## src/rtl/fec_inj_pkg.sv

```systemverilog
package fec_inj_pkg;
  localparam int SYM_W = 10;
  localparam int CFG_W = 16;
  localparam logic [SYM_W-1:0] INC_TOP = {1'b0, {(SYM_W-1){1'b1}}};

  typedef enum logic [1:0] {PAT_STATIC = 2'd0, PAT_ROTATE = 2'd1, PAT_INCR = 2'd2} pat_mode_e;
  typedef enum logic [1:0] {LOOP_SINGLE = 2'd0, LOOP_CONT = 2'd1, LOOP_REPEAT = 2'd2} loop_mode_e;
  typedef enum logic [1:0] {ST_IDLE, ST_ARMED, ST_RUN} run_state_e;

  // one place toward the MSB, top bit wraps to bit 0
  function automatic logic [SYM_W-1:0] rot_left1(input logic [SYM_W-1:0] v);
    return {v[SYM_W-2:0], v[SYM_W-1]};
  endfunction

  // upward count 1..INC_TOP, then back to 1
  function automatic logic [SYM_W-1:0] incr_next(input logic [SYM_W-1:0] v);
    return (v == INC_TOP) ? {{(SYM_W-1){1'b0}}, 1'b1} : v + 1'b1;
  endfunction

  function automatic logic cpc_ok(input logic [CFG_W-1:0] c);
    return (c != '0) && !c[0];
  endfunction
endpackage

```

## src/rtl/fec_cycle_ctrl.sv

```systemverilog
module fec_cycle_ctrl
  import fec_inj_pkg::*;
(
  input  logic             clk,
  input  logic             rst_n,
  input  logic             start,
  input  logic             stop,
  input  logic             sof_evt,
  input  logic [CFG_W-1:0] cfg_cpc,
  input  logic [CFG_W-1:0] cfg_ncw,
  input  logic [1:0]       cfg_loop,
  input  logic [CFG_W-1:0] cfg_rep,
  output logic             busy,
  output logic             run_begin,
  output logic             cw_err_now
);
  run_state_e       state;
  logic [CFG_W-1:0] cw_idx, nxt_idx;
  logic [CFG_W-1:0] cyc_cnt;
  logic [CFG_W:0]   cyc_nxt, rep_lim;
  logic             stop_pend, cw_err_q;
  logic             last_cw, cycle_done, finish, start_reject, start_accept;

  assign last_cw      = (cw_idx == cfg_cpc - 1'b1);
  assign cyc_nxt      = {1'b0, cyc_cnt} + 1'b1;
  assign rep_lim      = (cfg_rep == '0) ? {{CFG_W{1'b0}}, 1'b1} : {1'b0, cfg_rep};
  assign cycle_done   = last_cw && ((cfg_loop == LOOP_SINGLE) ||
                                    ((cfg_loop == LOOP_REPEAT) && (cyc_nxt >= rep_lim)));
  assign finish       = (state == ST_RUN) && sof_evt && (stop_pend || stop || cycle_done);
  assign nxt_idx      = last_cw ? '0 : cw_idx + 1'b1;
  assign run_begin    = (state == ST_ARMED) && sof_evt && !stop;
  assign start_accept = (state == ST_IDLE) && start && cpc_ok(cfg_cpc);
  assign start_reject = (state == ST_IDLE) && start && !cpc_ok(cfg_cpc);
  assign busy         = (state != ST_IDLE);

  always_comb begin
    cw_err_now = cw_err_q;
    if (sof_evt) begin
      if (run_begin)                       cw_err_now = (cfg_ncw != '0);
      else if (state == ST_RUN && !finish) cw_err_now = (nxt_idx < cfg_ncw);
      else                                 cw_err_now = 1'b0;
    end
  end

  always_ff @(posedge clk) begin
    if (!rst_n) begin
      state     <= ST_IDLE;
      cw_idx    <= '0;
      cyc_cnt   <= '0;
      stop_pend <= 1'b0;
      cw_err_q  <= 1'b0;
    end else begin
      if (sof_evt) cw_err_q <= cw_err_now;
      unique case (state)
        ST_IDLE: begin
          stop_pend <= 1'b0;
          if (start_accept) state <= ST_ARMED;
        end
        ST_ARMED: begin
          if (stop) state <= ST_IDLE;
          else if (sof_evt) begin
            state   <= ST_RUN;
            cw_idx  <= '0;
            cyc_cnt <= '0;
          end
        end
        ST_RUN: begin
          if (stop) stop_pend <= 1'b1;
          if (finish) begin
            state     <= ST_IDLE;
            stop_pend <= 1'b0;
          end else if (sof_evt) begin
            cw_idx <= nxt_idx;
            if (last_cw) cyc_cnt <= cyc_nxt[CFG_W-1:0];
          end
        end
        default: state <= ST_IDLE;
      endcase
    end
  end

  // rejected start leaves the block idle
  p_reject_idle_r2: assert property (@(posedge clk) disable iff (!rst_n)
    start_reject |=> !busy);
  // pending stop closes the run at the boundary
  p_stop_closes_r9: assert property (@(posedge clk) disable iff (!rst_n)
    (state == ST_RUN && sof_evt && stop_pend) |=> !busy && !cw_err_q);
  // codeword index stays inside the cycle
  p_idx_bound_r3: assert property (@(posedge clk) disable iff (!rst_n)
    (state == ST_RUN) |-> (cw_idx < cfg_cpc));
  // single mode never completes a cycle while running
  p_single_once_r8: assert property (@(posedge clk) disable iff (!rst_n)
    (state == ST_RUN && cfg_loop == LOOP_SINGLE) |-> (cyc_cnt == '0));
endmodule

```

## src/rtl/fec_sym_match.sv

```systemverilog
module fec_sym_match #(
  parameter int MAX_ERR = 16,
  parameter int POS_W   = 10,
  parameter int NCNT_W  = 5
) (
  input  logic [MAX_ERR*POS_W-1:0] idx_list,
  input  logic [NCNT_W-1:0]        idx_cnt,
  input  logic [POS_W-1:0]         pos,
  output logic                     match
);
  logic [MAX_ERR-1:0] hit_vec;

  for (genvar j = 0; j < MAX_ERR; j++) begin : g_ent
    assign hit_vec[j] = (idx_cnt > NCNT_W'(j)) && (idx_list[j*POS_W +: POS_W] == pos);
  end

  assign match = |hit_vec;
endmodule

```

## src/rtl/fec_pattern_gen.sv

```systemverilog
module fec_pattern_gen
  import fec_inj_pkg::*;
(
  input  logic             clk,
  input  logic             rst_n,
  input  logic             load,
  input  logic             adv,
  input  logic [1:0]       mode,
  input  logic [SYM_W-1:0] mask,
  output logic [SYM_W-1:0] pat
);
  logic [SYM_W-1:0] rot_q, inc_q, rot_base, inc_base;

  assign rot_base = load ? mask : rot_q;
  assign inc_base = load ? {{(SYM_W-1){1'b0}}, 1'b1} : inc_q;

  always_comb begin
    unique case (mode)
      PAT_ROTATE: pat = rot_base;
      PAT_INCR:   pat = inc_base;
      default:    pat = mask;
    endcase
  end

  always_ff @(posedge clk) begin
    if (!rst_n) begin
      rot_q <= '0;
      inc_q <= {{(SYM_W-1){1'b0}}, 1'b1};
    end else if (load || adv) begin
      rot_q <= adv ? rot_left1(rot_base) : rot_base;
      inc_q <= adv ? incr_next(inc_base) : inc_base;
    end
  end

  // increment pattern is never zero and never sets the top bit
  p_incr_range_r7: assert property (@(posedge clk) disable iff (!rst_n)
    (mode == PAT_INCR && load) |-> (pat != '0) && !pat[SYM_W-1]);
  // rotate pattern advances one place per corrupted symbol
  p_rotate_step_r6: assert property (@(posedge clk) disable iff (!rst_n)
    (adv && mode == PAT_ROTATE) |=> (load || mode != PAT_ROTATE || pat == rot_left1($past(pat))));
  // increment pattern steps by one with wrap
  p_incr_step_r7: assert property (@(posedge clk) disable iff (!rst_n)
    (adv && mode == PAT_INCR) |=> (load || mode != PAT_INCR || pat == incr_next($past(pat))));
endmodule

```

## src/rtl/fec_inj_counters.sv

```systemverilog
module fec_inj_counters #(
  parameter int CNT_W      = 32,
  parameter int NCNT_W     = 5,
  parameter int CORR_LIMIT = 15
) (
  input  logic              clk,
  input  logic              rst_n,
  input  logic              sof_evt,
  input  logic              cw_err,
  input  logic [NCNT_W-1:0] idx_cnt,
  input  logic              sym_hit,
  output logic [CNT_W-1:0]  cnt_tx,
  output logic [CNT_W-1:0]  cnt_corr,
  output logic [CNT_W-1:0]  cnt_uncorr,
  output logic [CNT_W-1:0]  cnt_clean,
  output logic [CNT_W-1:0]  cnt_sym
);
  logic errored, over, ev_corr, ev_uncorr, ev_clean;

  assign errored   = cw_err && (idx_cnt != '0);
  assign over      = int'(idx_cnt) > CORR_LIMIT;
  assign ev_corr   = sof_evt && errored && !over;
  assign ev_uncorr = sof_evt && errored && over;
  assign ev_clean  = sof_evt && !errored;

  always_ff @(posedge clk) begin
    if (!rst_n) begin
      cnt_tx     <= '0;
      cnt_corr   <= '0;
      cnt_uncorr <= '0;
      cnt_clean  <= '0;
      cnt_sym    <= '0;
    end else begin
      if (sof_evt)   cnt_tx     <= cnt_tx + 1'b1;
      if (ev_corr)   cnt_corr   <= cnt_corr + 1'b1;
      if (ev_uncorr) cnt_uncorr <= cnt_uncorr + 1'b1;
      if (ev_clean)  cnt_clean  <= cnt_clean + 1'b1;
      if (sym_hit)   cnt_sym    <= cnt_sym + 1'b1;
    end
  end

  // each codeword lands in exactly one class
  p_class_sum_r10: assert property (@(posedge clk) disable iff (!rst_n)
    1'b1 |=> (cnt_tx == cnt_corr + cnt_uncorr + cnt_clean));
  p_class_one_r10: assert property (@(posedge clk) disable iff (!rst_n)
    sof_evt |-> $onehot({ev_corr, ev_uncorr, ev_clean}));
endmodule

```

## src/rtl/fec_err_injector.sv

```systemverilog
module fec_err_injector
  import fec_inj_pkg::*;
#(
  parameter  int CW_SYMS    = 544,
  parameter  int MAX_ERR    = 16,
  parameter  int CORR_LIMIT = 15,
  parameter  int CNT_W      = 32,
  localparam int POS_W      = $clog2(CW_SYMS),
  localparam int NCNT_W     = $clog2(MAX_ERR + 1)
) (
  input  logic                     clk,
  input  logic                     rst_n,
  input  logic                     in_valid,
  input  logic                     in_sof,
  input  logic [SYM_W-1:0]         in_sym,
  input  logic                     start,
  input  logic                     stop,
  input  logic [CFG_W-1:0]         cfg_cw_per_cycle,
  input  logic [CFG_W-1:0]         cfg_err_cws,
  input  logic [MAX_ERR*POS_W-1:0] cfg_idx_list,
  input  logic [NCNT_W-1:0]        cfg_idx_cnt,
  input  logic [SYM_W-1:0]         cfg_mask,
  input  logic [1:0]               cfg_pat_mode,
  input  logic [1:0]               cfg_loop_mode,
  input  logic [CFG_W-1:0]         cfg_repeat,
  output logic                     out_valid,
  output logic                     out_sof,
  output logic [SYM_W-1:0]         out_sym,
  output logic                     busy,
  output logic [CNT_W-1:0]         cnt_tx_cw,
  output logic [CNT_W-1:0]         cnt_corr_cw,
  output logic [CNT_W-1:0]         cnt_uncorr_cw,
  output logic [CNT_W-1:0]         cnt_clean_cw,
  output logic [CNT_W-1:0]         cnt_err_sym
);
  logic             sof_evt, run_begin, cw_err_now, pos_match, sym_hit;
  logic [POS_W-1:0] pos_q, pos_cur;
  logic [SYM_W-1:0] pat;

  assign sof_evt = in_valid && in_sof;
  assign pos_cur = in_sof ? '0 : pos_q + 1'b1;
  assign sym_hit = in_valid && cw_err_now && pos_match;

  fec_cycle_ctrl i_ctrl (
    .clk, .rst_n, .start, .stop, .sof_evt,
    .cfg_cpc(cfg_cw_per_cycle), .cfg_ncw(cfg_err_cws),
    .cfg_loop(cfg_loop_mode), .cfg_rep(cfg_repeat),
    .busy, .run_begin, .cw_err_now
  );

  fec_sym_match #(.MAX_ERR(MAX_ERR), .POS_W(POS_W), .NCNT_W(NCNT_W)) i_match (
    .idx_list(cfg_idx_list), .idx_cnt(cfg_idx_cnt), .pos(pos_cur), .match(pos_match)
  );

  fec_pattern_gen i_pat (
    .clk, .rst_n, .load(run_begin), .adv(sym_hit),
    .mode(cfg_pat_mode), .mask(cfg_mask), .pat
  );

  fec_inj_counters #(.CNT_W(CNT_W), .NCNT_W(NCNT_W), .CORR_LIMIT(CORR_LIMIT)) i_cnt (
    .clk, .rst_n, .sof_evt, .cw_err(cw_err_now), .idx_cnt(cfg_idx_cnt), .sym_hit,
    .cnt_tx(cnt_tx_cw), .cnt_corr(cnt_corr_cw), .cnt_uncorr(cnt_uncorr_cw),
    .cnt_clean(cnt_clean_cw), .cnt_sym(cnt_err_sym)
  );

  always_ff @(posedge clk) begin
    if (!rst_n) begin
      pos_q     <= '0;
      out_valid <= 1'b0;
      out_sof   <= 1'b0;
      out_sym   <= '0;
    end else begin
      if (in_valid) pos_q <= pos_cur;
      out_valid <= in_valid;
      out_sof   <= sof_evt;
      out_sym   <= sym_hit ? (in_sym ^ pat) : in_sym;
    end
  end

  // fixed one-clock latency of the valid flag
  p_latency_r1: assert property (@(posedge clk) disable iff (!rst_n)
    in_valid |=> out_valid);
  p_no_ghost_r1: assert property (@(posedge clk) disable iff (!rst_n)
    !in_valid |=> !out_valid);
  // unselected symbols pass untouched
  p_passthru_r4: assert property (@(posedge clk) disable iff (!rst_n)
    (in_valid && !sym_hit) |=> (out_sym == $past(in_sym)));
  // nothing is corrupted while idle
  p_idle_clean_r2: assert property (@(posedge clk) disable iff (!rst_n)
    !busy |-> !sym_hit);
endmodule

```

## config.mk

```make
export PLATFORM = sky130hd
export DESIGN_NAME = fec_err_injector
export DESIGN_NICKNAME = d
export VERILOG_FILES = /design/src/rtl/fec_inj_pkg.sv /design/src/rtl/fec_cycle_ctrl.sv /design/src/rtl/fec_sym_match.sv /design/src/rtl/fec_pattern_gen.sv /design/src/rtl/fec_inj_counters.sv /design/src/rtl/fec_err_injector.sv
export SDC_FILE = /design/constraint.sdc
export NUM_CORES = 1
export LEC_CHECK = 0
export BUFFER_PORTS_ARGS = -buffer_cell sky130_fd_sc_hd__buf_2
export CORE_ASPECT_RATIO = 1.5
export CORE_MARGIN = 1.5
export CORE_UTILIZATION = 58
export DETAILED_ROUTE_END_ITERATION = 16
export GPL_ROUTABILITY_DRIVEN = 0
export HOLD_SLACK_MARGIN = 0.15
export PLACE_DENSITY = 0.83
export SLEW_MARGIN = 20
export SYNTH_ARGS = -nofsm -noshare
export SYNTH_HDL_FRONTEND = slang
export SYNTH_HIERARCHICAL = 1
export SYNTH_SLANG_ARGS = --single-unit
```

## constraint.sdc

```tcl
create_clock -name clk -period 20.7 [get_ports clk]
set_input_delay 2.07 -clock clk [delete_from_list [all_inputs] [get_ports clk]]
set_output_delay 2.07 -clock clk [all_outputs]
set_load 0.01 [all_outputs]
```

=== Word-level counts from Yosys, hierarchy flattened ===
Cells that the tools add are included.

* $mul: 0
* Div/mod/pow operators: 0
* Add/sub/neg operators: 10
* Multiplexer cells: 30
* Equality and inequality tests: 32
* Shift operators: 0
* Reductions and logical operators: 57
* Bitwise logic cells: 1
* Order comparisons: 19

{| class="wikitable"
|+ Operators by type and width
! kind !! number
|-
| adder 32 x 1 -> 32 bit (second input constant) || 5
|-
| equality test 10 bit || 16
|-
| two-way mux 16 bit || 9
|-
| two-way mux 10 bit || 7
|-
| one-hot mux 16 bit (2 select lines) || 2
|-
| greater-than comparator 5 x 4 -> 1 bit (second input constant) || 9
|-
| logical AND 1 bit || 34
|-
| nonzero test 16 bit || 2
|-
| adder 10 x 1 -> 10 bit (second input constant) || 2
|-
| greater-than comparator 5 x 3 -> 1 bit (second input constant) || 4
|-
| one-hot mux 10 bit (2 select lines) || 1
|-
| adder 16 x 1 -> 17 bit (second input constant) || 1
|-
| greater-or-equal comparator 17 bit || 1
|-
| adder 16 x 1 -> 16 bit (second input constant) || 1
|-
| equality test 16 bit || 1
|-
| zero test 16 bit || 1
|-
| less-than comparator 16 bit || 1
|-
| OR reduction 16 bit || 1
|-
| subtractor 16 x 1 -> 16 bit (second input constant) || 1
|-
| equality test 10 x 9 -> 1 bit (second input constant) || 1
|-
| greater-than comparator 5 x 1 -> 1 bit (second input constant) || 2
|-
| greater-than comparator 5 x 2 -> 1 bit (second input constant) || 2
|-
| inequality test 2 x 1 -> 1 bit (second input constant) || 5
|-
| XOR 10 bit || 1
|-
| 17 further kinds || 39
|}

* ROM bits: 0
* Memories kept: 0
* Output and inout bits: 173
* Word-level logic and storage cells: 165
* Bits in latches: 0
* Memory bits (writable): 0
* Register bits: 238

=== Logic depth before layout (Yosys ltp) ===
* Word-level depth: 16
* Gate-level depth with buffers: 28

=== Hierarchy ===
The synthesis kept the hierarchy.

{| class="wikitable"
|+ By module, submodules not included
! module !! area an instance (µm²) !! sequential area each (µm²) !! cells an instance !! instances
|-
| fec_inj_counters || 7744.9 || 3203.1 || 912 || 1
|-
| fec_cycle_ctrl || 3564.7 || 720.7 || 474 || 1
|-
| fec_sym_match || 2057.0 || 0.0 || 263 || 1
|-
| fec_pattern_gen || 1266.2 || 400.4 || 146 || 1
|-
| fec_err_injector || 1171.1 || 440.4 || 145 || 1
|}

=== Worst setup path after synthesis ===
OpenSTA, ideal clock, no wires.

* Kind: input-to-reg
* Start: input cfg_cw_per_cycle[0]
* End: register i_cnt.cnt_sym[19]
* Data required time: 20.568 ns
* Arrival: 8.097 ns
* Setup slack: 12.471 ns
* Stages on the path: 27
* Setup time: 0.132 ns
* Cells stage by stage: inv_1 -> ha_1 -> or4b_4 -> or4b_1 -> a211oi_2 -> o22ai_1 -> nor4_1 -> clkbuf_1 -> buf_2 -> buf_2 -> nor2_1 -> ha_1 -> a21o_1 -> a21o_1 -> a211oi_1 -> o211ai_1 -> nor3b_1 -> a31oi_1 -> o21ai_0 -> clkbuf_1 -> and3_1 -> nand4_1 -> or4_1 -> clkbuf_1 -> clkbuf_1 -> o31ai_1 -> a21oi_1

* Word-level cells in the longest chain between the ends: 12

{| class="wikitable"
|+ RTL lines
! element !! line !! RTL
|-
| start: declaration || fec_err_injector.sv:18 || <nowiki>input logic [CFG_W-1:0] cfg_cw_per_cycle,</nowiki>
|-
| subtractor 16 x 1 -> 16 bit (*) || fec_cycle_ctrl.sv:24 || <nowiki>assign last_cw = (cw_idx == cfg_cpc - 1'b1);</nowiki>
|-
| equality test 16 bit (*) || fec_cycle_ctrl.sv:24 ||
|-
| branches (longest 5 deep; another with less-than comparator 16 bit) || n/a ||
|-
| two-way mux 1 bit (*) || fec_cycle_ctrl.sv:40 || <nowiki>else if (state == ST_RUN && !finish) cw_err_now = (nxt_idx < cfg_ncw);</nowiki>
|-
| two-way mux 1 bit (*) || fec_cycle_ctrl.sv:39 || <nowiki>if (run_begin) cw_err_now = (cfg_ncw != '0);</nowiki>
|-
| two-way mux 1 bit (*) || fec_cycle_ctrl.sv:38 || <nowiki>if (sof_evt) begin</nowiki>
|-
| net cw_err_now || fec_err_injector.sv:36 || <nowiki>logic sof_evt, run_begin, cw_err_now, pos_match, sym_hit;</nowiki>
|-
| logical AND 1 bit (*) (2 in a row) || fec_err_injector.sv:42 || <nowiki>assign sym_hit = in_valid && cw_err_now && pos_match;</nowiki>
|-
| net sym_hit || fec_err_injector.sv:36 ||
|-
| end signal: assignment || fec_inj_counters.sv:38 || <nowiki>if (sym_hit) cnt_sym <= cnt_sym + 1'b1;</nowiki>
|-
| end: declaration || fec_inj_counters.sv:16 || <nowiki>output logic [CNT_W-1:0] cnt_sym</nowiki>
|}

Mark *: on every way through the listed nets, which the timed path passes.
A chain may end at the register's enable or synchronous reset.

=== Worst setup path after layout ===
* Start: input cfg_cw_per_cycle[0]
* End: register i_cnt.cnt_sym[31]

Same word-level chain as after synthesis.

==> flow_metrics.env <==
export IMPL_post_route_util=0.7000
export IMPL_critical_path_required_ps=21170
export IMPL_final_cells=2636
export IMPL_ys_flop_type="dfxtp_1"
export IMPL_yosys_register_bits=238
export IMPL_drv_slew=0
export IMPL_outcome="completed"
export IMPL_maxCapViolations=0
export IMPL_wl_met1_mm=18.70
export IMPL_io_pins=416
export IMPL_die_x_microns=137.8
export IMPL_crit_fanout=30
export IMPL_track_usage=0.3323
export IMPL_p_leak_nw=7.512
export IMPL_fin_crit_sh=0.4112
export IMPL_cts_sinks=238
export IMPL_worst_setup_path_end_kind="flop"
export IMPL_cts_tree="yes"
export IMPL_rows=73
export IMPL_syn_inst=1940
export IMPL_clk_pin_slew_ps=60
export IMPL_holdWs_ps=470.8
export IMPL_synth_edf_count=0
export IMPL_cts_buffers=25
export IMPL_synth_top_area_frac=0.3015
export IMPL_ff_latch_area_sq_mm=0.004765
export IMPL_ant_nets=0
export IMPL_power_uw=990.4
export IMPL_root_buffer="clkbuf_16"
export IMPL_synth_most_common_cell="dfxtp_1"
export IMPL_core_area_sq_mm=0.02667
export IMPL_ir_drop_mv=0.06263
export IMPL_final_setup_tns_ps=0
export IMPL_fin_area_sq_mm=0.01867
export IMPL_syn_nets=2226
export IMPL_fp_dieArea_sq_mm=0.02827
export IMPL_grt_antenna_before_repair=9
export IMPL_synthTopCellsByCount="dfxtp_1, xnor2_1, a21oi_1"
export IMPL_power_density_mw_per_mm2=53.05
export IMPL_worst_pin_slew_ps=1042
export IMPL_post_cts_buffers=0
export IMPL_setup_viol=0
export IMPL_grt_pass1_wl_mm=76.66
export IMPL_hpwlAfterDp_mm=36.40
export IMPL_placed_area_sq_mm=0.01784
export IMPL_max_slew_margin=0.3034
export IMPL_avgSynthCellArea_sq_um=8.146
export IMPL_hp_class="reg -> reg"
export IMPL_multi_input_area_sq_mm=0.01021
export IMPL_fill_cells=2162
export IMPL_layout_drive_gt1_share=0.2318
export IMPL_dp_cells=2585
export IMPL_crit_arrival_ps=8980
export IMPL_met3_length_mm=4.726
export IMPL_fmax_mhz=117.5
export IMPL_min_period_ps=8512
export IMPL_async_flop_share=0
export IMPL_grt_max_degree=104
export IMPL_final_setup_skew_ps=8.514
export IMPL_die_h_microns=205.2
export IMPL_grt_pass1_vias=15470
export IMPL_drt_first_pass_iters=8
export IMPL_synth_largest_area_cell="dfxtp_1"
export IMPL_pre_cts_slack_ps=11840
export IMPL_finalHoldViolCount=0
export IMPL_cts_path_max_buffers=3
export IMPL_dr_total_vias=16630
export IMPL_drt_first_iter_violations=1369
export IMPL_syn_to_final_growth_pct=18.13
export IMPL_io_buffers=415
export IMPL_route_met2_wl_mm=23.54
export IMPL_worstSkewPairLatency_ps=530
export IMPL_cts_max_level=1
export IMPL_finalWorstSetupSlack_ps=12190
export IMPL_ctsResizeCount=0
export IMPL_wl_mm=48.99
export IMPL_grt_ovfl_total=0
export IMPL_drt_wirelength_per_cell_microns=18.59
export IMPL_synth_area_sq_mm=0.01580
export IMPL_synth_distinct_cells=91
export IMPL_yosysWarningCount=6
export IMPL_routed_top_layer="met5"
export IMPL_start_kind="input pin"
export IMPL_synth_area_leaders="dfxtp_1, xnor2_1, xor2_1"
export IMPL_rsz0062_at_grt="false"
export IMPL_yosysSeqAreaShare=0.3015
export IMPL_initial_utilization=0.5926
export IMPL_path_class="in -> reg"
export IMPL_nets=2562
export IMPL_via_per_inst=6.308
export IMPL_drc_errors=0
export IMPL_hold_buffers=0
==> registers in the layout, indices dropped and copies added (netlist names), 16 cells and up <==
| signal | flops |
|---|---|
| i_ctrl/cyc_cnt | 16 |
| i_cnt/cnt_clean | 32 |
| i_cnt/cnt_tx | 32 |
| i_cnt/cnt_sym | 32 |
| i_cnt/cnt_uncorr | 32 |
| i_cnt/cnt_corr | 32 |
| i_ctrl/cw_idx | 16 |
==> report_power, final <==
group,switching (mW),internal (mW)
Clock,0.186,0.243
Sequential,0.00154,0.460
Combinational,0.0573,0.0426
==> critical path, stage by stage <==
cell      delay [ps]
buf_2            130
inv_1             80
ha_1             250
nor4b_1          630
nand3_1          280
nor4b_1          420
o22ai_1          220
nor4_2           240
buf_4            340
nor2_1            90
ha_1             300
a21o_1           170
a21o_1           180
a211oi_1         260
o211ai_1         150
nor3b_1          230
a31oi_1          130
o21ai_2          140
buf_4            270
and3_1           200
buf_4            320
nand4_1          300
or4_1            800
or4_1            580
a21oi_1          140
==> worst paths after layout <==
path | start | endpoint | slack (ps) | depth (start not counted)
min reg2reg | i_cnt/cnt_uncorr[31] | i_cnt/cnt_uncorr[31] | 470 | 2
max | cfg_cw_per_cycle[0] | i_cnt/cnt_sym[31] | 12190 | 25
min | i_cnt/cnt_uncorr[31] | i_cnt/cnt_uncorr[31] | 470 | 2
max reg2reg | i_ctrl/cw_idx[2] | i_cnt/cnt_sym[31] | 14350 | 21
==> area by class of cell <==
| type | instances | share of cell area |
|---|---|---|
| Antenna cell | 8 | 0.001072 |
| Clock buffer | 35 | 0.03659 |
| Clock inverter | 7 | 0.004289 |
| Sequential cell | 238 | 0.2552 |
| Tap cell | 337 | 0.02259 |
| Inverter | 75 | 0.01521 |
| Multi-Input combinational cell | 1507 | 0.5469 |
| Timing Repair Buffer | 429 | 0.1181 |
==> routing by layer <==
metal  vias to the layer above  track usage
met5                         -            0
met4                         2       0.1488
met3                       147      0.07711
met2                       765       0.5693
met1                      7855       0.3912
li1                       7859            -
==> cells in the final DEF (no fill, tap or decap), drive strengths merged, types with 5 or more instances in the layout <==
master	netlist	routed
o2111ai	5	5
and4	29	29
o41ai	13	13
o31ai	57	57
o22ai	7	7
or2	11	11
xor2	110	110
mux2i	25	25
nand2b	35	35
a21oi	139	139
diode	0	8
o21a	6	6
nor2	104	104
nor2b	17	17
a21o	10	10
buf	50	429
nand4b	5	5
or4	75	75
o311ai	11	11
and2	10	10
or3	55	55
ha	43	43
a31oi	13	13
xnor2	145	145
inv	74	75
a31o	9	9
nand4	95	95
nor3	30	30
o21ai	80	80
and3	15	15
mux2	6	6
a22oi	11	11
dfxtp	238	238
nand3	90	90
nor4	63	63
clkbuf	70	35
nand2	123	123
==> kinds of logic after synthesis <==
kind of cell	Yosys count	share of synthesized area
multiplexers	31	0.02011
XOR/XNOR	255	0.1413
adder cells (fa/ha/maj)	43	0.03404
flip-flops	238	0.3015
AND/OR/NAND/NOR	774	0.2832
AO/OA/AOI/OAI	404	0.1637
buffers and inverters	195	0.05613
No activity file was read; power rests on OpenSTA's default activity.
